==> config.mk <==
export PLATFORM = sky130hd
export DESIGN_NAME = rx_byte_queue
export DESIGN_NICKNAME = d
export VERILOG_FILES = /design/src/rtl/rxq_pkg.sv /design/src/rtl/rxq_ctrl.sv /design/src/rtl/rxq_store.sv /design/src/rtl/rxq_break.sv /design/src/rtl/rx_byte_queue.sv
export SDC_FILE = /design/constraint.sdc
export NUM_CORES = 1
export LEC_CHECK = 0
export BUFFER_PORTS_ARGS = -buffer_cell sky130_fd_sc_hd__clkbuf_2
export CELL_PAD_IN_SITES_DETAIL_PLACEMENT = 2
export CELL_PAD_IN_SITES_GLOBAL_PLACEMENT = 2
export CORE_ASPECT_RATIO = 1.4
export CORE_MARGIN = 5
export CORE_UTILIZATION = 34
export CTS_CLUSTER_SIZE = 30
export DETAILED_ROUTE_END_ITERATION = 12
export GPL_TIMING_DRIVEN = 0
export PLACE_DENSITY = 0.74
export SYNTH_ARGS = -nofsm -noshare
export SYNTH_HDL_FRONTEND = slang
export SYNTH_SLANG_ARGS = --single-unit
export TNS_END_PERCENT = 30
==> constraint.sdc <==
create_clock -name clk -period 2.9 [get_ports clk]
set_input_delay 0.145 -clock clk [delete_from_list [all_inputs] [get_ports clk]]
set_output_delay 0.145 -clock clk [all_outputs]
set_load 0.1 [all_outputs]
==> src/rtl/rxq_pkg.sv <==
package rxq_pkg;
  typedef struct packed {
    logic shift;  // advance every slot one step toward the head
    logic wr;     // write a byte into a slot
    logic zero;   // written byte is the break code 0x00
  } rxq_op_t;
endpackage

==> src/rtl/rxq_ctrl.sv <==
module rxq_ctrl
  import rxq_pkg::*;
#(
  parameter int DEPTH = 4,
  localparam int CNT_W = $clog2(DEPTH + 1),
  localparam int IDX_W = (DEPTH > 1) ? $clog2(DEPTH) : 1
) (
  input  logic             clk,
  input  logic             rst_n,
  input  logic             rx_en,
  input  logic             push_vld,
  input  logic             brk_in,
  input  logic             pop,
  input  logic             flush,
  output rxq_op_t          op,
  output logic [IDX_W-1:0] wr_idx,
  output logic             head_vld,
  output logic             full,
  output logic             push_rdy
);
  logic [CNT_W-1:0] cnt_q, cnt_nx, cnt_mid;
  logic             take_pop, push_ok, cnt_en;

  assign full     = (cnt_q == CNT_W'(DEPTH));
  assign head_vld = (cnt_q != '0);
  assign push_rdy = rx_en & ~full;
  assign push_ok  = push_vld & push_rdy;
  assign take_pop = pop & head_vld & ~flush;

  // Slot arithmetic is done on the count left after this cycle's pop.
  always_comb begin
    cnt_mid  = cnt_q - CNT_W'(take_pop);
    op.shift = take_pop;
    op.wr    = (brk_in | push_ok) & ~flush;
    op.zero  = brk_in;
    wr_idx   = '0;
    cnt_nx   = cnt_mid;
    if (op.wr) begin
      if (cnt_mid == CNT_W'(DEPTH)) begin
        wr_idx = IDX_W'(DEPTH - 1);
        cnt_nx = cnt_mid;
      end else begin
        wr_idx = cnt_mid[IDX_W-1:0];
        cnt_nx = cnt_mid + 1'b1;
      end
    end
    if (flush) cnt_nx = '0;
  end

  assign cnt_en = flush | op.wr | take_pop;

  always_ff @(posedge clk or negedge rst_n) begin
    if (!rst_n)      cnt_q <= '0;
    else if (cnt_en) cnt_q <= cnt_nx;
  end
endmodule

==> src/rtl/rxq_store.sv <==
module rxq_store
  import rxq_pkg::*;
#(
  parameter int DEPTH = 4,
  parameter int DATA_W = 8,
  localparam int IDX_W = (DEPTH > 1) ? $clog2(DEPTH) : 1
) (
  input  logic              clk,
  input  logic              rst_n,
  input  rxq_op_t           op,
  input  logic [IDX_W-1:0]  wr_idx,
  input  logic [DATA_W-1:0] din,
  input  logic              head_vld,
  output logic [DATA_W-1:0] head
);
  logic [DATA_W-1:0] wdata;
  logic [DATA_W-1:0] slot [DEPTH];

  assign wdata = op.zero ? '0 : din;

  for (genvar i = 0; i < DEPTH; i++) begin : g_slot
    logic [DATA_W-1:0] slot_q, slot_nx, from_up;
    logic              hit, en;

    if (i == DEPTH - 1) begin : g_top
      assign from_up = slot_q;
    end else begin : g_mid
      assign from_up = slot[i+1];
    end

    assign hit = op.wr & (wr_idx == IDX_W'(i));
    assign en  = op.shift | hit;

    always_comb begin
      slot_nx = op.shift ? from_up : slot_q;
      if (hit) slot_nx = wdata;
    end

    always_ff @(posedge clk or negedge rst_n) begin
      if (!rst_n)  slot_q <= '0;
      else if (en) slot_q <= slot_nx;
    end

    assign slot[i] = slot_q;
  end

  assign head = head_vld ? slot[0] : '0;
endmodule

==> src/rtl/rxq_break.sv <==
module rxq_break (
  input  logic clk,
  input  logic rst_n,
  input  logic brk_in,
  input  logic brk_clr,
  output logic brk_flag
);
  logic flag_q, flag_nx, flag_en;

  assign flag_en = brk_in | brk_clr;

  always_comb begin
    flag_nx = flag_q;
    if (brk_clr) flag_nx = 1'b0;
    if (brk_in)  flag_nx = 1'b1;
  end

  always_ff @(posedge clk or negedge rst_n) begin
    if (!rst_n)       flag_q <= 1'b0;
    else if (flag_en) flag_q <= flag_nx;
  end

  assign brk_flag = flag_q;
endmodule

==> src/rtl/rx_byte_queue.sv <==
module rx_byte_queue
  import rxq_pkg::*;
#(
  parameter int DEPTH = 4,
  parameter int DATA_W = 8,
  localparam int IDX_W = (DEPTH > 1) ? $clog2(DEPTH) : 1
) (
  input  logic              clk,
  input  logic              rst_n,
  input  logic              rx_en,
  input  logic              push_vld,
  input  logic [DATA_W-1:0] push_byte,
  output logic              push_rdy,
  input  logic              brk_in,
  input  logic              brk_clr,
  input  logic              pop,
  output logic [DATA_W-1:0] pop_byte,
  input  logic              flush,
  output logic              rdy_flag,
  output logic              full_flag,
  output logic              brk_flag
);
  rxq_op_t          op;
  logic [IDX_W-1:0] wr_idx;
  logic             head_vld, full;

  rxq_ctrl #(.DEPTH(DEPTH)) u_ctrl (
    .clk(clk), .rst_n(rst_n), .rx_en(rx_en), .push_vld(push_vld),
    .brk_in(brk_in), .pop(pop), .flush(flush), .op(op), .wr_idx(wr_idx),
    .head_vld(head_vld), .full(full), .push_rdy(push_rdy)
  );

  rxq_store #(.DEPTH(DEPTH), .DATA_W(DATA_W)) u_store (
    .clk(clk), .rst_n(rst_n), .op(op), .wr_idx(wr_idx), .din(push_byte),
    .head_vld(head_vld), .head(pop_byte)
  );

  rxq_break u_brk (
    .clk(clk), .rst_n(rst_n), .brk_in(brk_in), .brk_clr(brk_clr),
    .brk_flag(brk_flag)
  );

  assign rdy_flag  = head_vld;
  assign full_flag = full;
endmodule

==> results.sh, run 1 <==
export IMPL_holdBufCountCts=0
export IMPL_met2_length_um=2880
export IMPL_synth_simple_area_share=0.125
export IMPL_synth_area_um2=1960
export IMPL_dr_pass1_iters=4
export IMPL_hold_violations=14
export IMPL_area_growth_synth_to_final_pct=19.1
export IMPL_synth_cells=164
export IMPL_end_kind="register"
export IMPL_synth_cell_type_count=26
export IMPL_diodes=0
export IMPL_p_leak_uw=0.00121
export IMPL_skew_ns=0.00322
export IMPL_antenna_found_initial=0
export IMPL_finalSetupTns_ns=0
export IMPL_status="finished, violations left"
export IMPL_worst_pin_slew_ns=0.928
export IMPL_worstSkewPairLatency_ns=0.28
export IMPL_syn_nets=185
export IMPL_final_common_cell="mux2i_1"
export IMPL_final_max_slew_violation_count=0
export IMPL_cpMaxStageDelayCell="dfrtp_2"
export IMPL_startpoint_type="register"
export IMPL_cp_required_ns=3.06
export IMPL_antenna_left=0
export IMPL_seq_area_frac_synth=0.460
export IMPL_cts_root_buffer="clkbuf_8"
export IMPL_reg2reg_from="u_ctrl.cnt_q[0]$_DFFE_PN0P_"
export IMPL_drt_wl_total_um=5190
export IMPL_synth_adder_area_share=0.0319
export IMPL_routedWlPerCell_um=19.2
export IMPL_numCtsBuffers=5
export IMPL_num_vias=1386
export IMPL_wl_met1_um=2060
export IMPL_crit_fanout=11
export IMPL_hpwl_um=3690
export IMPL_pre_cts_ws_ns=-0.328
export IMPL_rows=32
export IMPL_final_cell_mix="56 x mux2i_1, 33 x dfrtp_1, 27 x clkbuf_2"
export IMPL_initial_core_util=0.352
export IMPL_drc=0
export IMPL_cts_max_level=2
export IMPL_ys_ff_latch=36
export IMPL_min_path_type="input pin to asynchronous set/reset pin"
export IMPL_place_congestion=0.717
export IMPL_route_met3_wl_um=162
export IMPL_critical_path_most_common_cell="ha_2"
export IMPL_rsz0062_at_grt="false"
export IMPL_die_w_um=74.2
export IMPL_cts_tree="built"
export IMPL_worstPathCellList="o31ai_4, nor2_4, ha_2, ha_4, ha_2, nand2_1, ha_2, or3b_1, buf_6, mux2i_2"
export IMPL_grt_util_all_layers=0.153
export IMPL_p_per_area_nw_per_um2=1060
export IMPL_cts_sinks=36
export IMPL_crit_type="register to register"
export IMPL_via_per_inst=5.13
export IMPL_fin_crit_sh=0.946
export IMPL_critPathTopFamily="adder cells"
export IMPL_rr_endpoint="u_store.g_slot[2].from_up[3]$_DFFE_PN0P_"
export IMPL_dp_cells=258
export IMPL_maxUsedRoutingLayer="met4"
export IMPL_portBuffers=26
export IMPL_stdcell_count=270
export IMPL_grt_pass1_vias=1667
export IMPL_drive_above_1_share=0.307
export IMPL_clock_path_buffers=2
export IMPL_ys_warn_count=0
export IMPL_violations="hold timing"
export IMPL_die_y_um=99.8
export IMPL_r2r_cells=10
export IMPL_syn_area_per_cell_um2=11.9
export IMPL_r2r_setup_slack_ns=0.16
export IMPL_fmax_mhz=365
export IMPL_fp_dieArea_um2=7400
export IMPL_drt_iter0_drc=26
export IMPL_grt_pass1_wl_um=8510
export IMPL_drv_cap=0
export IMPL_crit_buf_inv=1
export IMPL_grt_ovfl_total=0
export IMPL_synthXorXnorAreaFrac=0.00830
export IMPL_slowest_delay_ns=0.45
export IMPL_final_area_um2=2330
export IMPL_final_nets=223
export IMPL_grt_max_degree=37
export IMPL_synthMuxAreaShare=0.291
export IMPL_setup_viol=0
export IMPL_max_vdd_ir_drop_uv=352
export IMPL_clkTransAtPathRegs_ns=0.07
export IMPL_dpl_cell_area_um2=2180
export IMPL_core_area_um2=5570
export IMPL_layout_setup_ws_ns=0.157
export IMPL_period_needed_ns=2.74
export IMPL_arrival_ns=2.90
export IMPL_io_pins=28
export IMPL_hold_ws_ns=-0.0104
export IMPL_maxSlewHeadroom=0.381
export IMPL_synth_top_family_by_area="multiplexers"
export IMPL_synth_compound_area_share=0.0364
==> cell families after synthesis <==
group	after synthesis
adders and majority gates	5
muxes	57
AOI/OAI and AO/OA	9
buffers and inverters	21
xor gates and xnor gates	1
and+or+nand+nor	35
DFF	36
==> what timing repair did <==
action                                  CTS  global route
pin swaps                                 2             2
endpoints found under the setup margin   32            20
gates resized for setup                   5             5
buffers inserted                          5             1
==> where the power goes <==
group	total, uW	switching, uW	leakage [uW]	internal (uW)
registers	862	131	0.000440	731
clock network	335	172	0.0000410	163
logic	1280	858	0.000724	424
==> how the worst max path moves through the flow <==
stage / start / end / slack (ns) / cells past startpoint
floorplan: u_ctrl.cnt_q[0]$_DFFE_PN0P_ / u_store.g_slot[2].from_up[0]$_DFFE_PN0P_ / 0.06 / 11
global placement: u_ctrl.cnt_q[2]$_DFFE_PN0P_ / u_store.g_slot[2].from_up[4]$_DFFE_PN0P_ / -0.22 / 11
detailed placement: u_ctrl.cnt_q[0]$_DFFE_PN0P_ / u_store.g_slot[2].from_up[3]$_DFFE_PN0P_ / -0.33 / 11
CTS: u_ctrl.cnt_q[0]$_DFFE_PN0P_ / u_store.g_slot[2].from_up[3]$_DFFE_PN0P_ / 0.01 / 11
global route: u_ctrl.cnt_q[0]$_DFFE_PN0P_ / u_store.g_slot[2].from_up[3]$_DFFE_PN0P_ / 0.05 / 10
finish: u_ctrl.cnt_q[0]$_DFFE_PN0P_ / u_store.g_slot[2].from_up[3]$_DFFE_PN0P_ / 0.16 / 10
==> per-layer routing <==
metal,GRT usage,vias to the layer above
li1,-,639
met1,0.171,711
met2,0.279,27
met3,0.0271,9
met4,0.0614,0
met5,0,-
==> through the flow <==
stage | total power (uW) | utilization
2_1_floorplan | 1810 | -
4_1_cts | 2490 | 0.415
3_5_place_dp | 2110 | 0.392
6_report | 2480 | 0.419
5_1_grt | 2640 | 0.419
3_3_place_gp | 2020 | 0.392
==> cells in the mapped netlist <==
library cell	count	area, um^2
a211oi_1	3	22.5
a21o_1	1	7.51
a21oi_1	1	5.00
a21oi_2	2	17.5
and3_2	1	7.51
buf_2	5	25.0
buf_6	1	11.3
clkbuf_2	1	5.00
dfrtp_1	36	901
ha_1	5	62.6
inv_1	14	52.6
mux2i_1	57	571
nand2_1	2	7.51
nand2b_1	8	50.1
nand3_2	1	10.0
nand3b_1	3	22.5
nor2_1	4	15.0
nor2_4	1	11.3
nor2b_1	9	56.3
nor3_1	3	15.0
nor3_4	1	16.3
nor4b_4	1	23.8
o22ai_1	1	6.26
o31ai_2	1	12.5
or3b_1	1	8.76
xor2_2	1	16.3
==> sequential cells by signal, summed over array words and instances (netlist names) <==
name and flops:
u_brk.brk_flag 1, u_ctrl.cnt_q 3, u_store.g_slot.from_up 24, u_store.g_slot.slot_q 8
==> final cells by class <==
type | count | area [um^2]
fillers | 580 | 3230
well taps | 68 | 85.1
clock buffers | 6 | 72.6
repair buffers | 32 | 175
clock inverters | 1 | 5.00
flip-flops and latches | 36 | 905
plain buffers | 6 | 36.3
multi-input cells | 107 | 1000
inverters | 14 | 52.6
(Power assumes the default switching activity.)
==> run 2, diff against run 1 <==
--- a/config.mk
+++ b/config.mk
@@ -5,12 +5,13 @@
 export SDC_FILE = /design/constraint.sdc
 export NUM_CORES = 1
 export LEC_CHECK = 0
+export ABC_AREA = 1
 export BUFFER_PORTS_ARGS = -buffer_cell sky130_fd_sc_hd__clkbuf_2
 export CELL_PAD_IN_SITES_DETAIL_PLACEMENT = 2
 export CELL_PAD_IN_SITES_GLOBAL_PLACEMENT = 2
 export CORE_ASPECT_RATIO = 1.4
 export CORE_MARGIN = 5
-export CORE_UTILIZATION = 34
+export CORE_UTILIZATION = 29
 export CTS_CLUSTER_SIZE = 30
 export DETAILED_ROUTE_END_ITERATION = 12
 export GPL_TIMING_DRIVEN = 0
==> run 2 against run 1 <==
Effect of this change: the run still ends with hold timing left; largest power group unchanged; clock power about the same; sequential share of layout area is 3.9 points lower; clock skew up 0.0041 ns; global-route usage increased by 0.37 points; total power increased by 14%; critical path type unchanged; register-to-register slack improved by 0.07 ns; synthesized cell count rose by 81%.
==> results.sh, run 2 <==
export IMPL_status="finished, violations left"
export IMPL_violations="hold timing"
export IMPL_core_area_um2=7270
export IMPL_drt_iter0_drc=56
export IMPL_grt_max_degree=37
export IMPL_utilization=0.355
export IMPL_p_clk_frac=0.120
export IMPL_switchingPower_uw=1510
export IMPL_maxSlewHeadroom=0.359
export IMPL_layout_setup_ws_ns=0.226
export IMPL_cp_required_ns=3.07
export IMPL_synth_cell_type_count=25
export IMPL_synth_top_area_share=0.420
export IMPL_power_frac_comb=0.588
export IMPL_grt_pass1_wl_um=11200
export IMPL_num_vias=2034
export IMPL_synth_most_common_cell="nand2_1"
export IMPL_grt_ovfl_total=0
export IMPL_fmax_mhz=374
export IMPL_intPower_uw=1320
export IMPL_min_path_type="input pin to asynchronous set/reset pin"
export IMPL_startpoint_type="register"
export IMPL_crit_type="register to register"
export IMPL_hold_ws_ns=-0.00489
export IMPL_hpwl_um=5060
export IMPL_dpl_cell_area_um2=2470
export IMPL_p_per_area_nw_per_um2=1090
export IMPL_max_vdd_ir_drop_uv=303
export IMPL_r2r_setup_slack_ns=0.23
export IMPL_cts_sinks=36
export IMPL_syn_nets=318
export IMPL_numCtsBuffers=5
export IMPL_synth_area_um2=2140
export IMPL_setup_viol=0
export IMPL_worst_pin_slew_ns=0.962
export IMPL_grt_util_all_layers=0.157
export IMPL_dr_pass1_iters=2
export IMPL_final_area_um2=2580
export IMPL_initial_core_util=0.295
export IMPL_largest_reg_flops=24
export IMPL_die_w_um=82.7
export IMPL_routedWlPerCell_um=14.9
export IMPL_period_needed_ns=2.67
export IMPL_clock_path_buffers=2
export IMPL_io_pins=28
export IMPL_p_total_uw=2820
export IMPL_diodes=0
export IMPL_ys_warn_count=0
export IMPL_grt_pass1_vias=2334
export IMPL_place_congestion=0.756
export IMPL_final_cell_mix="128 x nand2_1, 42 x nand3_1, 36 x dfrtp_1"
export IMPL_clkTransAtPathRegs_ns=0.07
export IMPL_ys_top_cells_by_area="dfrtp_1 42%, nand2_1 23%, nand3_1 9.8%, inv_1 4.0%, ha_1 2.9%"
export IMPL_crit_fanout=17
export IMPL_seq_area_frac_synth=0.420
export IMPL_synth_area_leader_cell="dfrtp_1"
export IMPL_antenna_left=0
export IMPL_portBuffers=27
export IMPL_cts_max_level=2
export IMPL_worstSkewPairLatency_ns=0.28
export IMPL_fin_crit_sh=0.922
export IMPL_skew_ns=0.00737
export IMPL_p_leak_uw=0.00142
export IMPL_p_seq_frac=0.293
export IMPL_ys_ff_latch=36
export IMPL_final_nets=354
export IMPL_switching_share=0.534
export IMPL_r2r_cells=15
export IMPL_area_growth_synth_to_final_pct=20.5
export IMPL_hold_violations=4
export IMPL_drt_wl_total_um=6390
export IMPL_synth_commonest_cells="129 x nand2_1, 42 x nand3_1, 36 x dfrtp_1"
export IMPL_arrival_ns=2.85
export IMPL_fp_dieArea_um2=9230
export IMPL_synth_edf_count=0
export IMPL_synth_top_flop_cell="dfrtp_1"
export IMPL_antenna_found_initial=0
export IMPL_cts_tree="built"
export IMPL_end_kind="register"
export IMPL_syn_area_per_cell_um2=7.22
export IMPL_via_per_inst=4.73
export IMPL_drive_above_1_share=0.201
export IMPL_rsz0062_at_grt="false"
export IMPL_final_max_slew_violation_count=0
export IMPL_die_y_um=112
export IMPL_drc=0
export IMPL_drv_cap=0
export IMPL_pre_cts_ws_ns=-0.138
export IMPL_cts_root_buffer="clkbuf_8"
export IMPL_rows=37
export IMPL_ys_async_sr_fraction=1.00
export IMPL_final_common_cell="nand2_1"
export IMPL_synth_cells=297
-- run 2: changes by cell type in the layout (fill, tap and decap cells not counted), sizes merged, moves of 8 or more --
cell,change
inv,+12
mux2i,-57
nand2,+131
nand2b,-8
nand3,+45
nand4,+10
nor2,+9
nor2b,-9
o21ai,+11
-- run 2: final cells by class --
class | count | area [um^2]
Inverter | 26 | 108
Sequential cell | 36 | 901
Timing Repair Buffer | 31 | 169
Clock inverter | 1 | 5.00
Fill cell | 900 | 4690
Clock buffer | 6 | 72.6
Tap cell | 97 | 121
Buffer | 11 | 90.1
Multi-Input combinational cell | 222 | 1120
-- run 2: final timing paths --
kind                                                     startpoint                                  endpoint
setup / recovery                        u_ctrl.cnt_q[1]$_DFFE_PN0P_  u_store.g_slot[0].from_up[6]$_DFFE_PN0P_
hold / removal                                                rst_n  u_store.g_slot[1].from_up[1]$_DFFE_PN0P_
setup reg to reg                        u_ctrl.cnt_q[1]$_DFFE_PN0P_  u_store.g_slot[0].from_up[6]$_DFFE_PN0P_
hold reg to reg            u_store.g_slot[2].from_up[5]$_DFFE_PN0P_  u_store.g_slot[2].from_up[5]$_DFFE_PN0P_
max in group asynchronous                                     rst_n  u_store.g_slot[2].from_up[4]$_DFFE_PN0P_
min in group clk                                            brk_clr                u_brk.brk_flag$_DFFE_PN0P_
-- run 2: routing by layer --
| metal | routed length, um | global-route usage | up-vias |
|---|---|---|---|
| li1 | - | - | 1015 |
| met1 | 2650 | 0.183 | 994 |
| met2 | 3550 | 0.291 | 21 |
| met3 | 134 | 0.0251 | 4 |
| met4 | 55 | 0.0360 | 0 |
| met5 | 0 | 0 | - |
-- run 2: cell families after synthesis --
| kind of cell | count (synthesis) | share of synthesized area |
|---|---|---|
| and+or+nand+nor | 204 | 0.435 |
| adders and majority gates | 5 | 0.0292 |
| AOI/OAI and AO/OA | 13 | 0.0327 |
| DFF | 36 | 0.420 |
| buffers and inverters | 39 | 0.0823 |
-- run 2: through the flow --
step / instances / hold WS [ns] / setup TNS (ns)
6_report: 430 / -0.00489 / 0
3_3_place_gp: 421 / 0.335 / -1.28
5_1_grt: 430 / 0.0565 / 0
3_5_place_dp: 421 / 0.347 / -2.56
2_1_floorplan: 297 / -0.151 / 0
4_1_cts: 430 / 0.0341 / 0
-- run 2: power by group through the flow --
stage	logic (uW)	registers [uW]	clock network, uW
final	1660	826	337
after global routing	1830	855	381
after CTS	1700	829	356
after detailed placement	1660	835	0
after global placement	1610	823	0
after floorplan	1340	813	0
-- run 2: critical path, cell delays in order (launching register included) --
cell     delay, ns
dfrtp_1       0.41
nor2_4        0.15
nand2_4       0.09
nand3_4       0.10
inv_6         0.09
ha_2          0.19
ha_4          0.29
ha_2          0.19
nand3_2       0.12
ha_2          0.21
inv_4         0.11
buf_8         0.15
nand4_4       0.15
buf_6         0.18
nand3_1       0.06
nand2_1       0.06
-- run 2: timing repair --
item / in CTS / in global routing
pin swaps: 2 / 0
gates cloned: 2 / 0
setup endpoints to repair: 28 / 32
buffers inserted: 1 / 1
resized for setup: 5 / 3
hold buffers: 0 / 0
